$ cat src/rtl/sar_adc_pkg.sv
package sar_adc_pkg;
  typedef enum logic {ST_IDLE = 1'b0, ST_CONV = 1'b1} sar_state_e;

  function automatic int unsigned clog2_min1(input int unsigned v);
    return (v > 1) ? $clog2(v) : 1;
  endfunction
endpackage

$ cat src/rtl/sar_step_timer.sv
module sar_step_timer #(
  parameter int unsigned STEP_CYCLES = 32000
) (
  input  logic clk_i,
  input  logic rst_ni,
  input  logic clear_i,
  input  logic run_i,
  output logic step_end_o
);
  localparam int unsigned CNT_W = sar_adc_pkg::clog2_min1(STEP_CYCLES);
  localparam logic [CNT_W-1:0] LAST = CNT_W'(STEP_CYCLES - 1);

  logic [CNT_W-1:0] cnt_q;

  assign step_end_o = run_i && (cnt_q == LAST);

  always_ff @(posedge clk_i or negedge rst_ni) begin
    if (!rst_ni)         cnt_q <= '0;
    else if (clear_i)    cnt_q <= '0;
    else if (step_end_o) cnt_q <= '0;
    else if (run_i)      cnt_q <= cnt_q + 1'b1;
  end
endmodule

$ cat src/rtl/sar_sequencer.sv
module sar_sequencer #(
  parameter int unsigned BITS = 5
) (
  input  logic            clk_i,
  input  logic            rst_ni,
  input  logic            accept_i,
  input  logic            step_end_i,
  input  logic            cmp_i,
  output logic            busy_o,
  output logic [BITS-1:0] trial_o,
  output logic            finish_o,
  output logic [BITS-1:0] final_code_o
);
  import sar_adc_pkg::*;
  localparam logic [BITS-1:0] MSB = {1'b1, {(BITS-1){1'b0}}};

  sar_state_e      state_q;
  logic [BITS-1:0] probe_q;   // one-hot bit under trial
  logic [BITS-1:0] decided;

  assign busy_o       = (state_q == ST_CONV);
  assign decided      = cmp_i ? trial_o : (trial_o & ~probe_q);
  assign finish_o     = busy_o && step_end_i && probe_q[0];
  assign final_code_o = decided;

  always_ff @(posedge clk_i or negedge rst_ni) begin
    if (!rst_ni) begin
      state_q <= ST_IDLE;
      probe_q <= '0;
      trial_o <= '0;
    end else if (accept_i) begin
      state_q <= ST_CONV;
      probe_q <= MSB;
      trial_o <= MSB;
    end else if (busy_o && step_end_i) begin
      probe_q <= probe_q >> 1;
      trial_o <= decided | (probe_q >> 1);
      if (probe_q[0]) state_q <= ST_IDLE;
    end
  end
endmodule

$ cat src/rtl/sar_pin_cfg.sv
module sar_pin_cfg #(
  parameter int unsigned CHANNELS = 2
) (
  input  logic                clk_i,
  input  logic                rst_ni,
  input  logic                we_i,
  input  logic [CHANNELS-1:0] mode_i,
  input  logic                hold_i,
  input  logic [CHANNELS-1:0] raw_i,
  output logic [CHANNELS-1:0] read_o
);
  for (genvar g = 0; g < CHANNELS; g++) begin : g_pin
    logic analog_q;
    always_ff @(posedge clk_i or negedge rst_ni) begin
      if (!rst_ni)   analog_q <= 1'b0;
      else if (we_i) analog_q <= mode_i[g];
    end
    assign read_o[g] = raw_i[g] & ~analog_q & ~hold_i;
  end
endmodule

$ cat src/rtl/sar_adc_ctrl.sv
module sar_adc_ctrl #(
  parameter int unsigned BITS        = 5,
  parameter int unsigned CHANNELS    = 2,
  parameter int unsigned STEP_CYCLES = 32000,
  localparam int unsigned CH_W       = sar_adc_pkg::clog2_min1(CHANNELS)
) (
  input  logic                clk_i,
  input  logic                rst_ni,
  input  logic                start_i,
  input  logic [CH_W-1:0]     chan_i,
  input  logic                rd_i,
  input  logic                cmp_i,
  output logic [BITS-1:0]     dac_code_o,
  output logic [CH_W-1:0]     mux_sel_o,
  output logic                busy_o,
  output logic                done_o,
  output logic [BITS-1:0]     result_o,
  input  logic                hold_i,
  input  logic                pin_mode_we_i,
  input  logic [CHANNELS-1:0] pin_mode_i,
  input  logic [CHANNELS-1:0] pin_raw_i,
  output logic [CHANNELS-1:0] pin_read_o
);
  logic            accept, step_end, finish;
  logic [BITS-1:0] final_code;

  assign accept = start_i && !busy_o;

  sar_step_timer #(.STEP_CYCLES(STEP_CYCLES)) u_timer (
    .clk_i(clk_i), .rst_ni(rst_ni), .clear_i(accept), .run_i(busy_o),
    .step_end_o(step_end)
  );

  sar_sequencer #(.BITS(BITS)) u_seq (
    .clk_i(clk_i), .rst_ni(rst_ni), .accept_i(accept), .step_end_i(step_end),
    .cmp_i(cmp_i), .busy_o(busy_o), .trial_o(dac_code_o), .finish_o(finish),
    .final_code_o(final_code)
  );

  sar_pin_cfg #(.CHANNELS(CHANNELS)) u_pins (
    .clk_i(clk_i), .rst_ni(rst_ni), .we_i(pin_mode_we_i), .mode_i(pin_mode_i),
    .hold_i(hold_i), .raw_i(pin_raw_i), .read_o(pin_read_o)
  );

  always_ff @(posedge clk_i or negedge rst_ni) begin
    if (!rst_ni) begin
      mux_sel_o <= '0;
      done_o    <= 1'b0;
      result_o  <= '0;
    end else begin
      if (accept) mux_sel_o <= chan_i;
      if (finish) result_o  <= final_code;
      if (accept)      done_o <= 1'b0;
      else if (finish) done_o <= 1'b1;   // completion wins over a coincident read
      else if (rd_i)   done_o <= 1'b0;
    end
  end
endmodule

$ cat config.mk
export PLATFORM = sky130hd
export DESIGN_NAME = sar_adc_ctrl
export DESIGN_NICKNAME = d
export VERILOG_FILES = /design/src/rtl/sar_adc_pkg.sv /design/src/rtl/sar_step_timer.sv /design/src/rtl/sar_sequencer.sv /design/src/rtl/sar_pin_cfg.sv /design/src/rtl/sar_adc_ctrl.sv
export SDC_FILE = /design/constraint.sdc
export NUM_CORES = 1
export LEC_CHECK = 0
export ABC_AREA = 1
export CAP_MARGIN = 10
export CORE_ASPECT_RATIO = 1.5
export CORE_UTILIZATION = 55
export CTS_CLUSTER_DIAMETER = 200
export CTS_CLUSTER_SIZE = 16
export DETAILED_ROUTE_END_ITERATION = 7
export DONT_BUFFER_PORTS = 1
export PLACE_DENSITY = 0.7
export SLEW_MARGIN = 20
export SYNTH_ARGS = -nofsm -noshare
export SYNTH_HDL_FRONTEND = slang
export SYNTH_SLANG_ARGS = --single-unit
$ cat constraint.sdc
create_clock -name clk_i -period 2 [get_ports clk_i]
set_clock_uncertainty 0.1 [all_clocks]
set_input_delay 0.4 -clock clk_i [delete_from_list [all_inputs] [get_ports clk_i]]
set_output_delay 0.4 -clock clk_i [all_outputs]
set_load 0.02 [all_outputs]
==> metrics, run 1 <==
status completed; Cells after Synth 236; Via density 5.13; Yosys Warn Count 0; Max Freq 604 MHz; CTS resizes 0; DRC errors left 0; relative slew slack 73.3%; max-cap violation count 0; area of the multi-input gates 756 µm²; most common cell in the netlist nand2_1; fraction of registers with async set/reset 100%; max-slew violations 0; Core ar. 0.00300 mm²; Setup Fix Bufs, Post-CTS 0; CP Launch Type flip-flop; final cycle utilization of the critical path 82.7%; Iter 0 DRT Violations 28; Skew-Pair Late Insertion Delay 0.29 ns; setup TNS 0 ns; Yosys top cell by area dfrtp_1; IO Pins 27; Die Y 71.6 µm; reg2reg setup slack 0.35 ns; Crit Path Category flip-flop to flip-flop; syn_area_per_cell 7.53 µm²; Die X 48.4 µm; pin count of the biggest net entering global routing 36; Syn Nets 249; Final nets 258; Non-Filler Instances 284; Root Buffer clkbuf_8; Sink Count 35; Worst Hold Slack 0.121 ns; worst hold path startpoint pin_mode_we_i; vias in the first global route 1,508; Setup violations, final 0; min Tclk post-route 1.65 ns; Arr. time, crit path 1.73 ns; Final Hold Fails 0; Hold Crit Depth 1; FF-to-FF path depth 8; drt pass-1 iters 4; Synth top area share 49.3%; synthesized cell area 0.00178 mm²; Power Total 1.73 mW; Main synth FF type dfrtp_1; initial antenna violation count 0; die area 0.00347 mm²; Placed Cells 275; Distinct cells, synth 23; post-synthesis sequential area ratio 49.3%; Crit path required time 2.08 ns; Area growth syn-to-layout 9.15%; GPL Wtd Cong 0.826; worst-path fanout max 14; Post-synth EDFFs 0; WL per Instance 12.8 µm; total grt overflow 0; Post-CTS Hold Buffers 2; synth top area cells dfrtp_1 (49%), nand2_1 (16%), nor2_1 (6.8%), inv_1 (6.5%), nand3_1 (3.4%); TritonCTS clock tree yes; cts bufs inserted 5; Worst setup EP type flip-flop; RSZ-0062 raised after global routing no; r2r endpoint result_o[2]$_DFFE_PN0P_; Reg area 876 µm²; ant diodes 0; reg2reg start u_timer.cnt_q[1]$_DFFE_PN0P_; Hold Path Sink u_pins.g_pin[0].analog_q$_DFFE_PN0P_; clock transition at the registers of the reported paths 0.06 ns; post-route ant nets 0; Post-DP HPWL 2650 µm; LEAKAGE 1.01 nW; Starting Density 59.2%; Std-Cell Rows 24; maximum vdd drop 0.000686 V; FILL cells 294; Hold WC Path Type input port to flip-flop; first-pass GRT wire length 6550 µm; total track usage 24.9%; IO Port Bufs 0; Seq cells post-synth 35; overall routed net length 3630 µm; commonest cells in the netlist nand2_1 (75), dfrtp_1 (35), nor2_1 (32); worst slew pin tran 0.398 ns; vias 1,457; pwr/cell area 890 mW/mm²; CTS Buffer Depth 2; share of cells above drive strength 1 8.98%; H-tree depth 2
-- layout make-up --
type                            instances  share of cell area, %
Clock buffer                            6                   4.26
Clock inverter                          1                  0.258
Inverter                               34                   6.58
Multi-Input combinational cell        165                   38.9
Sequential cell                        35                   45.1
Tap cell                               39                   2.51
Timing Repair Buffer                    4                   2.32
-- metal layers --
layer	track usage [%]	vias up	wire length, µm
li1	-	742	-
met1	27.8	686	1500
met2	44.9	22	1910
met3	6.37	7	138
met4	10.5	0	71
met5	0	-	0
-- cells in the final DEF (no fill, tap or decap) --
master,n
dfrtp_1,35
a21oi_1,5
nand2_2,3
clkbuf_8,6
nand3_1,12
nand2_1,75
clkinv_2,1
nand3b_1,4
buf_12,1
o21ai_0,11
nor2_1,32
inv_1,31
xor2_1,2
a21boi_0,1
buf_4,2
nor3b_1,1
nor3_1,3
nor2_4,2
inv_2,3
o21ai_1,4
nand4_1,2
dlygate4sd3_1,1
ha_1,1
o21bai_1,1
nor2_2,4
xnor2_1,2
-- through the flow --
stage          area [µm²]  setup WS (ns)  util (%)
3_3_place_gp         1820          0.382      60.7
3_5_place_dp         1820          0.332      60.7
4_1_cts              1940          0.325      64.6
2_1_floorplan        1780          0.590         -
5_1_grt              1940          0.111      64.6
6_report             1940          0.345      64.6
-- flip-flops by register name, indices dropped and copies added, names as in the netlist --
signal and count:
u_seq.busy_o 1, result_o 5, done_o 1, u_seq.trial_o 5, u_seq.probe_q 5, u_timer.cnt_q 15, u_pins.g_pin.analog_q 2, mux_sel_o 1
-- worst max-delay path: stages, from the launching register on --
cell     delay (ns)
dfrtp_1        0.39
ha_1           0.23
nand2_1        0.06
nor2_1         0.09
nand2_1        0.09
nor2_4         0.28
nand2_2        0.17
nand2_1        0.09
nand2_1        0.05
-- cell families (layout without fill, tap and decap cells) --
kind of cell    count (synthesis)  count (layout)  share of synthesized area, %
simple gates                  138             138                          33.4
flops                          35              35                          49.3
xor+xnor                        4               4                          1.97
buf+inv                        36              45                          8.23
fa+ha+maj                       1               1                         0.704
compound gates                 22              22                          6.47
-- power by group --
| group | total [mW] | internal, mW | leakage [nW] | switching (mW) |
|---|---|---|---|---|
| Combinational | 0.306 | 0.127 | 0.544 | 0.179 |
| Sequential | 0.910 | 0.801 | 0.419 | 0.109 |
| Clock | 0.512 | 0.270 | 0.0470 | 0.242 |
| Total | 1.73 | 1.20 | 1.01 | 0.529 |
-- how the worst max path moves through the flow --
| stage | from | to | slack (ns) | depth (start not counted) |
|---|---|---|---|---|
| after global routing | u_timer.cnt_q[1]$_DFFE_PN0P_ | result_o[3]$_DFFE_PN0P_ | 0.11 | 8 |
| after floorplan | u_seq.busy_o$_DFFE_PN0P_ | u_seq.probe_q[3]$_DFFE_PN0P_ | 0.59 | 5 |
| after CTS | u_timer.cnt_q[1]$_DFFE_PN0P_ | result_o[1]$_DFFE_PN0P_ | 0.33 | 8 |
| final | u_timer.cnt_q[1]$_DFFE_PN0P_ | result_o[2]$_DFFE_PN0P_ | 0.35 | 8 |
| after detailed placement | u_timer.cnt_q[1]$_DFFE_PN0P_ | result_o[1]$_DFFE_PN0P_ | 0.33 | 8 |
| after global placement | u_timer.cnt_q[1]$_DFFE_PN0P_ | result_o[1]$_DFFE_PN0P_ | 0.38 | 8 |
No activity file was read; power rests on OpenSTA's default activity.
==> inputs of run 2 (changes only) <==
==> constraint.sdc (replaced) <==
create_clock -name clk_i -period 1.6 [get_ports clk_i]
set_clock_uncertainty 0.1 [all_clocks]
set_input_delay 0.32 -clock clk_i [delete_from_list [all_inputs] [get_ports clk_i]]
set_output_delay 0.32 -clock clk_i [all_outputs]
set_load 0.02 [all_outputs]
==> run 2 against run 1 <==
Compared with the run above:
- die area did not move
- via count is 5.1% higher
- largest cell class unchanged
- combinational power is 45% higher
- core utilization increased by 3.6 points
==> metrics, run 2 (synthesis results as in run 1) <==
overall routed net length 3870 µm; total grt overflow 0; Reg area 878 µm²; drt pass-1 iters 5; Area growth syn-to-layout 15.2%; Via density 5.26; cts bufs inserted 5; Arr. time, crit path 1.62 ns; share of cells above drive strength 1 13.5%; first-pass GRT wire length 6510 µm; Top reg by flops u_timer.cnt_q; relative slew slack 74.1%; die area 0.00347 mm²; H-tree depth 2; Hold WC Path Type input port to flip-flop; initial antenna violation count 0; CTS Buffer Depth 2; TritonCTS clock tree yes; Final nets 264; FILL cells 270; final cycle utilization of the critical path 93.7%; Post-DP HPWL 2770 µm; Root Buffer clkbuf_8; max-cap violation count 0; Non-Filler Instances 291; Setup violations, final 0; worst slew pin tran 0.388 ns; Starting Density 59.2%; Placed Cells 279; IO Port Bufs 0; Core ar. 0.00300 mm²; vias 1,532; Iter 0 DRT Violations 58; DRC errors left 0; Sink Count 35; Worst setup EP type flip-flop; most frequent cells in the layout nand2_1 (75), dfrtp_1 (33), nor2_1 (31); LEAKAGE 1.06 nW; ant diodes 0; setup TNS 0 ns; CP Launch Type flip-flop; area of the multi-input gates 796 µm²; Crit Path Category flip-flop to flip-flop; Final Hold Fails 0; vias in the first global route 1,583; Max Freq 667 MHz; IO Pins 27; most common cell after layout, fill and taps aside nand2_1; WL per Instance 13.3 µm; Skew-Pair Late Insertion Delay 0.29 ns; pwr/cell area 1120 mW/mm²; status completed; worst-path fanout max 6; GPL Wtd Cong 0.866; maximum vdd drop 0.000945 V; total track usage 24.6%; clock transition at the registers of the reported paths 0.06 ns; max-slew violations 0; Crit path required time 1.72 ns; Std-Cell Rows 24; max reg flops 15; Die Y 71.6 µm; post-route ant nets 0; min Tclk post-route 1.50 ns; pin count of the biggest net entering global routing 36; Die X 48.4 µm
==> run 2: cell types whose count changed in the layout (fill, tap and decap cells not counted), sizes merged <==
cell,before,now
clkinv,1,0
buf,3,9
clkbuf,6,8
==> run 2: critical path, stage by stage (launching register included) <==
cell      delay (ns)
dfrtp_1         0.42
ha_4            0.17
nand2_1         0.05
nor2_1          0.08
nand2_1         0.09
nor2_4          0.22
buf_6           0.15
nand3b_1        0.08
nand2_1         0.08
==> run 2: report_power, final <==
group          leakage (nW)  internal [mW]  switching [mW]  total (mW)
logic                 0.590          0.196           0.247       0.443
clock network        0.0515          0.393           0.304       0.697
registers             0.416           1.00           0.145        1.15
total                  1.06           1.59           0.696        2.29
==> run 2: repair_timing <==
item / 4_1_cts / 5_1_grt
endpoints found under the hold margin: 35 / 0
resized for setup: 0 / 13
setup endpoints to repair: 0 / 12
hold buffers: 2 / 0
buffers inserted: 0 / 2
==> run 2: metrics by stage <==
step                hold slack [ns]  instance area, µm²  setup WS, ns  power [mW]  utilization [%]
global route                 0.0272                2050      -0.00857        2.42             68.2
finish                       0.0332                2050         0.101        2.29             68.2
global placement            -0.0747                1850         0.140        1.49             61.7
detailed placement          -0.0747                1850         0.106        1.50             61.7
floorplan                   -0.0756                1780         0.190        1.42                -
CTS                          0.0277                1980        0.0796        2.23             66.0
==> run 2: layout make-up <==
type / count / area share [%]
clock buffer: 8 / 4.89
inverter: 34 / 6.23
multi-input combinational: 165 / 38.9
sequential: 35 / 42.9
tap: 39 / 2.38
timing repair buffer: 10 / 4.76
==> run 2: path summary, 6_finish.rpt <==
check / cells past startpoint / slack, ns / to / startpoint
worst max-delay path: 8 / 0.10 / result_o[2]$_DFFE_PN0P_ / u_timer.cnt_q[1]$_DFFE_PN0P_
worst min-delay path: 1 / 0.03 / u_pins.g_pin[0].analog_q$_DFFE_PN0P_ / pin_mode_we_i
worst max register to register: 8 / 0.10 / result_o[2]$_DFFE_PN0P_ / u_timer.cnt_q[1]$_DFFE_PN0P_
worst min register to register: 2 / 0.40 / u_seq.probe_q[2]$_DFFE_PN0P_ / u_seq.probe_q[3]$_DFFE_PN0P_
max in group asynchronous: 2 / 0.82 / u_timer.cnt_q[9]$_DFFE_PN0P_ / rst_ni
min in group asynchronous: 2 / 0.37 / u_timer.cnt_q[4]$_DFFE_PN0P_ / rst_ni
==> run 2: routing by layer <==
layer	share of wire (%)	vias to the layer above	track usage [%]	routed length, µm
met1	39	722	24.0	1510
met2	54	50	48.0	2110
met5	0	-	0	0
li1	-	752	-	-
met4	1.7	0	11.8	65
met3	4.9	8	5.52	188
==> inputs of run 3 (changes only) <==
--- a/config.mk
+++ b/config.mk
@@ -8,12 +8,12 @@
 export ABC_AREA = 1
 export CAP_MARGIN = 10
 export CORE_ASPECT_RATIO = 1.5
-export CORE_UTILIZATION = 55
+export CORE_UTILIZATION = 61
 export CTS_CLUSTER_DIAMETER = 200
 export CTS_CLUSTER_SIZE = 16
 export DETAILED_ROUTE_END_ITERATION = 7
 export DONT_BUFFER_PORTS = 1
-export PLACE_DENSITY = 0.7
+export PLACE_DENSITY = 0.77
 export SLEW_MARGIN = 20
 export SYNTH_ARGS = -nofsm -noshare
 export SYNTH_HDL_FRONTEND = slang
==> run 3 against run 2 <==
Compared with the run above:
- clock power increased by 1%
- combinational power increased by 8.1%
- critical path depth unchanged
- largest cell class unchanged
- die area decreased by 9.5%
- sequential share of layout area decreased by 0.21 points
- non-clock buffer count increased by 4
- sequential cell count unchanged
- worst setup slack got worse by 0.028 ns
==> metrics, run 3 (synthesis results as in run 1) <==
Power Total 2.32 mW; Die X 46.1 µm; Hold Crit Depth 1; die area 0.00314 mm²; Worst setup EP type flip-flop; Hold WC Path Type input port to flip-flop; post-route setup slack 0.0731 ns; Arr. time, crit path 1.65 ns; Iter 0 DRT Violations 50; Net Sw Frac 30.2%; cts bufs inserted 5; total track usage 29.6%; Seq pwr share 48.9%; Std-Cell Rows 23; initial antenna violation count 0; fin area 0.00206 mm²; pwr/cell area 1130 mW/mm²; Top reg by flops u_timer.cnt_q; LEAKAGE 1.08 nW; Setup WS pre-CTS 0.0405 ns; Final nets 268; total grt overflow 0; worst slew pin tran 0.394 ns; Clk pwr share 30.4%; most common cell after layout, fill and taps aside nand2_1; Setup violations, final 0; pin count of the biggest net entering global routing 36; maximum vdd drop 0.000879 V; RSZ-0062 raised after global routing yes; worst-path fanout max 7; vias 1,564; min Tclk post-route 1.53 ns; Root Buffer clkbuf_8; IO Port Bufs 0; Hold Path Sink u_pins.g_pin[0].analog_q$_DFFE_PN0P_; FILL cells 210; max-cap violation count 0; ant diodes 0; FF-to-FF path depth 8; post-route ant nets 0; vias in the first global route 1,522; Skew-Pair Late Insertion Delay 0.29 ns; clock transition at the registers of the reported paths 0.07 ns; drt pass-1 iters 4; worst hold path startpoint pin_mode_we_i; reg2reg setup slack 0.07 ns; Max Freq 655 MHz; Post-DP HPWL 2920 µm; grt met3 use 6.07%; Crit path required time 1.73 ns; TritonCTS clock tree yes; Sink Count 35; GR Layer Usage met1 29.7%; Starting Density 65.0%; max-slew violations 0; Final Hold Fails 0; Area growth syn-to-layout 15.8%; met2 track demand over resource 55.6%; H-tree depth 2; share of cells above drive strength 1 14.8%; reg2reg start u_timer.cnt_q[1]$_DFFE_PN0P_; most frequent cells in the layout nand2_1 (73), dfrtp_1 (33), nor2_1 (32); overall routed net length 4050 µm; CTS Buffer Depth 2; final cycle utilization of the critical path 95.4%; relative slew slack 73.6%; Placed Instance Area 0.00187 mm²; GPL Wtd Cong 0.860; status completed; crit path launch u_timer.cnt_q[1]$_DFFE_PN0P_; r2r endpoint result_o[0]$_DFFE_PN0P_; Die Y 68.1 µm; DRC errors left 0; WL per Instance 13.8 µm; max reg flops 15; IO Pins 27; Post-Route Utilization 75.3%; P_int 1.62 mW; CP Launch Type flip-flop; GR peak layer met2; Via density 5.34; first-pass GRT wire length 6450 µm; Core ar. 0.00273 mm²; Net Switching 0.700 mW; Gate power share 20.7%; Crit Path Category flip-flop to flip-flop
## run 3: changes by cell type in the layout (fill, tap and decap cells not counted)
cell     change
nor2_4       -3
nor3_2       -1
nor2_1       +1
nand2_2      +2
nor3_1       +1
nand2_1      -2
nor2_2       +2
buf_4        +4
## run 3: routing by layer
metal,up-vias,wire length (µm)
met3,10,119
li1,764,-
met2,39,2320
met1,751,1510
met5,-,0
met4,0,99
## run 3: area by class of cell
class                           count  area (µm²)  area share (%)
Sequential cell                    35         878            42.7
Inverter                           34         128            6.20
Tap cell                           37        46.3            2.25
Timing Repair Buffer               14         128            6.20
Multi-Input combinational cell    165         778            37.8
Clock buffer                        8         100            4.86
## run 3: worst max path at each step
stage,cells past startpoint,to,slack (ns)
floorplan,5,u_seq.probe_q[3]$_DFFE_PN0P_,0.19
global placement,8,result_o[4]$_DFFE_PN0P_,0.09
detailed placement,8,result_o[2]$_DFFE_PN0P_,0.04
CTS,8,result_o[2]$_DFFE_PN0P_,0.03
global route,8,result_o[2]$_DFFE_PN0P_,-0.02
finish,8,result_o[0]$_DFFE_PN0P_,0.07
## run 3: critical path: stages (launching register included)
cell      delay [ns]
dfrtp_1         0.40
ha_4            0.17
nand2_2         0.04
nor2_1          0.08
nand2_1         0.09
nor2_4          0.26
buf_6           0.17
nand3b_1        0.08
nand2_1         0.07
## run 3: timing repair
| action | CTS | global route |
|---|---|---|
| buffers inserted | 0 | 4 |
| gates resized for setup | 0 | 10 |
| hold endpoints to repair | 35 | 0 |
| endpoints found under the setup margin | 0 | 22 |
| hold buffers | 2 | 0 |
## run 3: power by group through the flow
stage	clock network (mW)	logic, mW	registers [mW]
5_1_grt	0.744	0.545	1.15
3_5_place_dp	0	0.412	1.14
2_1_floorplan	0	0.299	1.12
4_1_cts	0.713	0.444	1.12
3_3_place_gp	0	0.388	1.13
6_report	0.704	0.479	1.13
## run 3: through the flow
| stage | TNS, ns | cells | hold WS [ns] |
|---|---|---|---|
| floorplan | 0 | 236 | -0.0756 |
| global placement | 0 | 279 | -0.0749 |
| detailed placement | 0 | 279 | -0.0749 |
| CTS | 0 | 289 | 0.0298 |
| global route | -0.106 | 293 | 0.0276 |
| finish | 0 | 293 | 0.0354 |
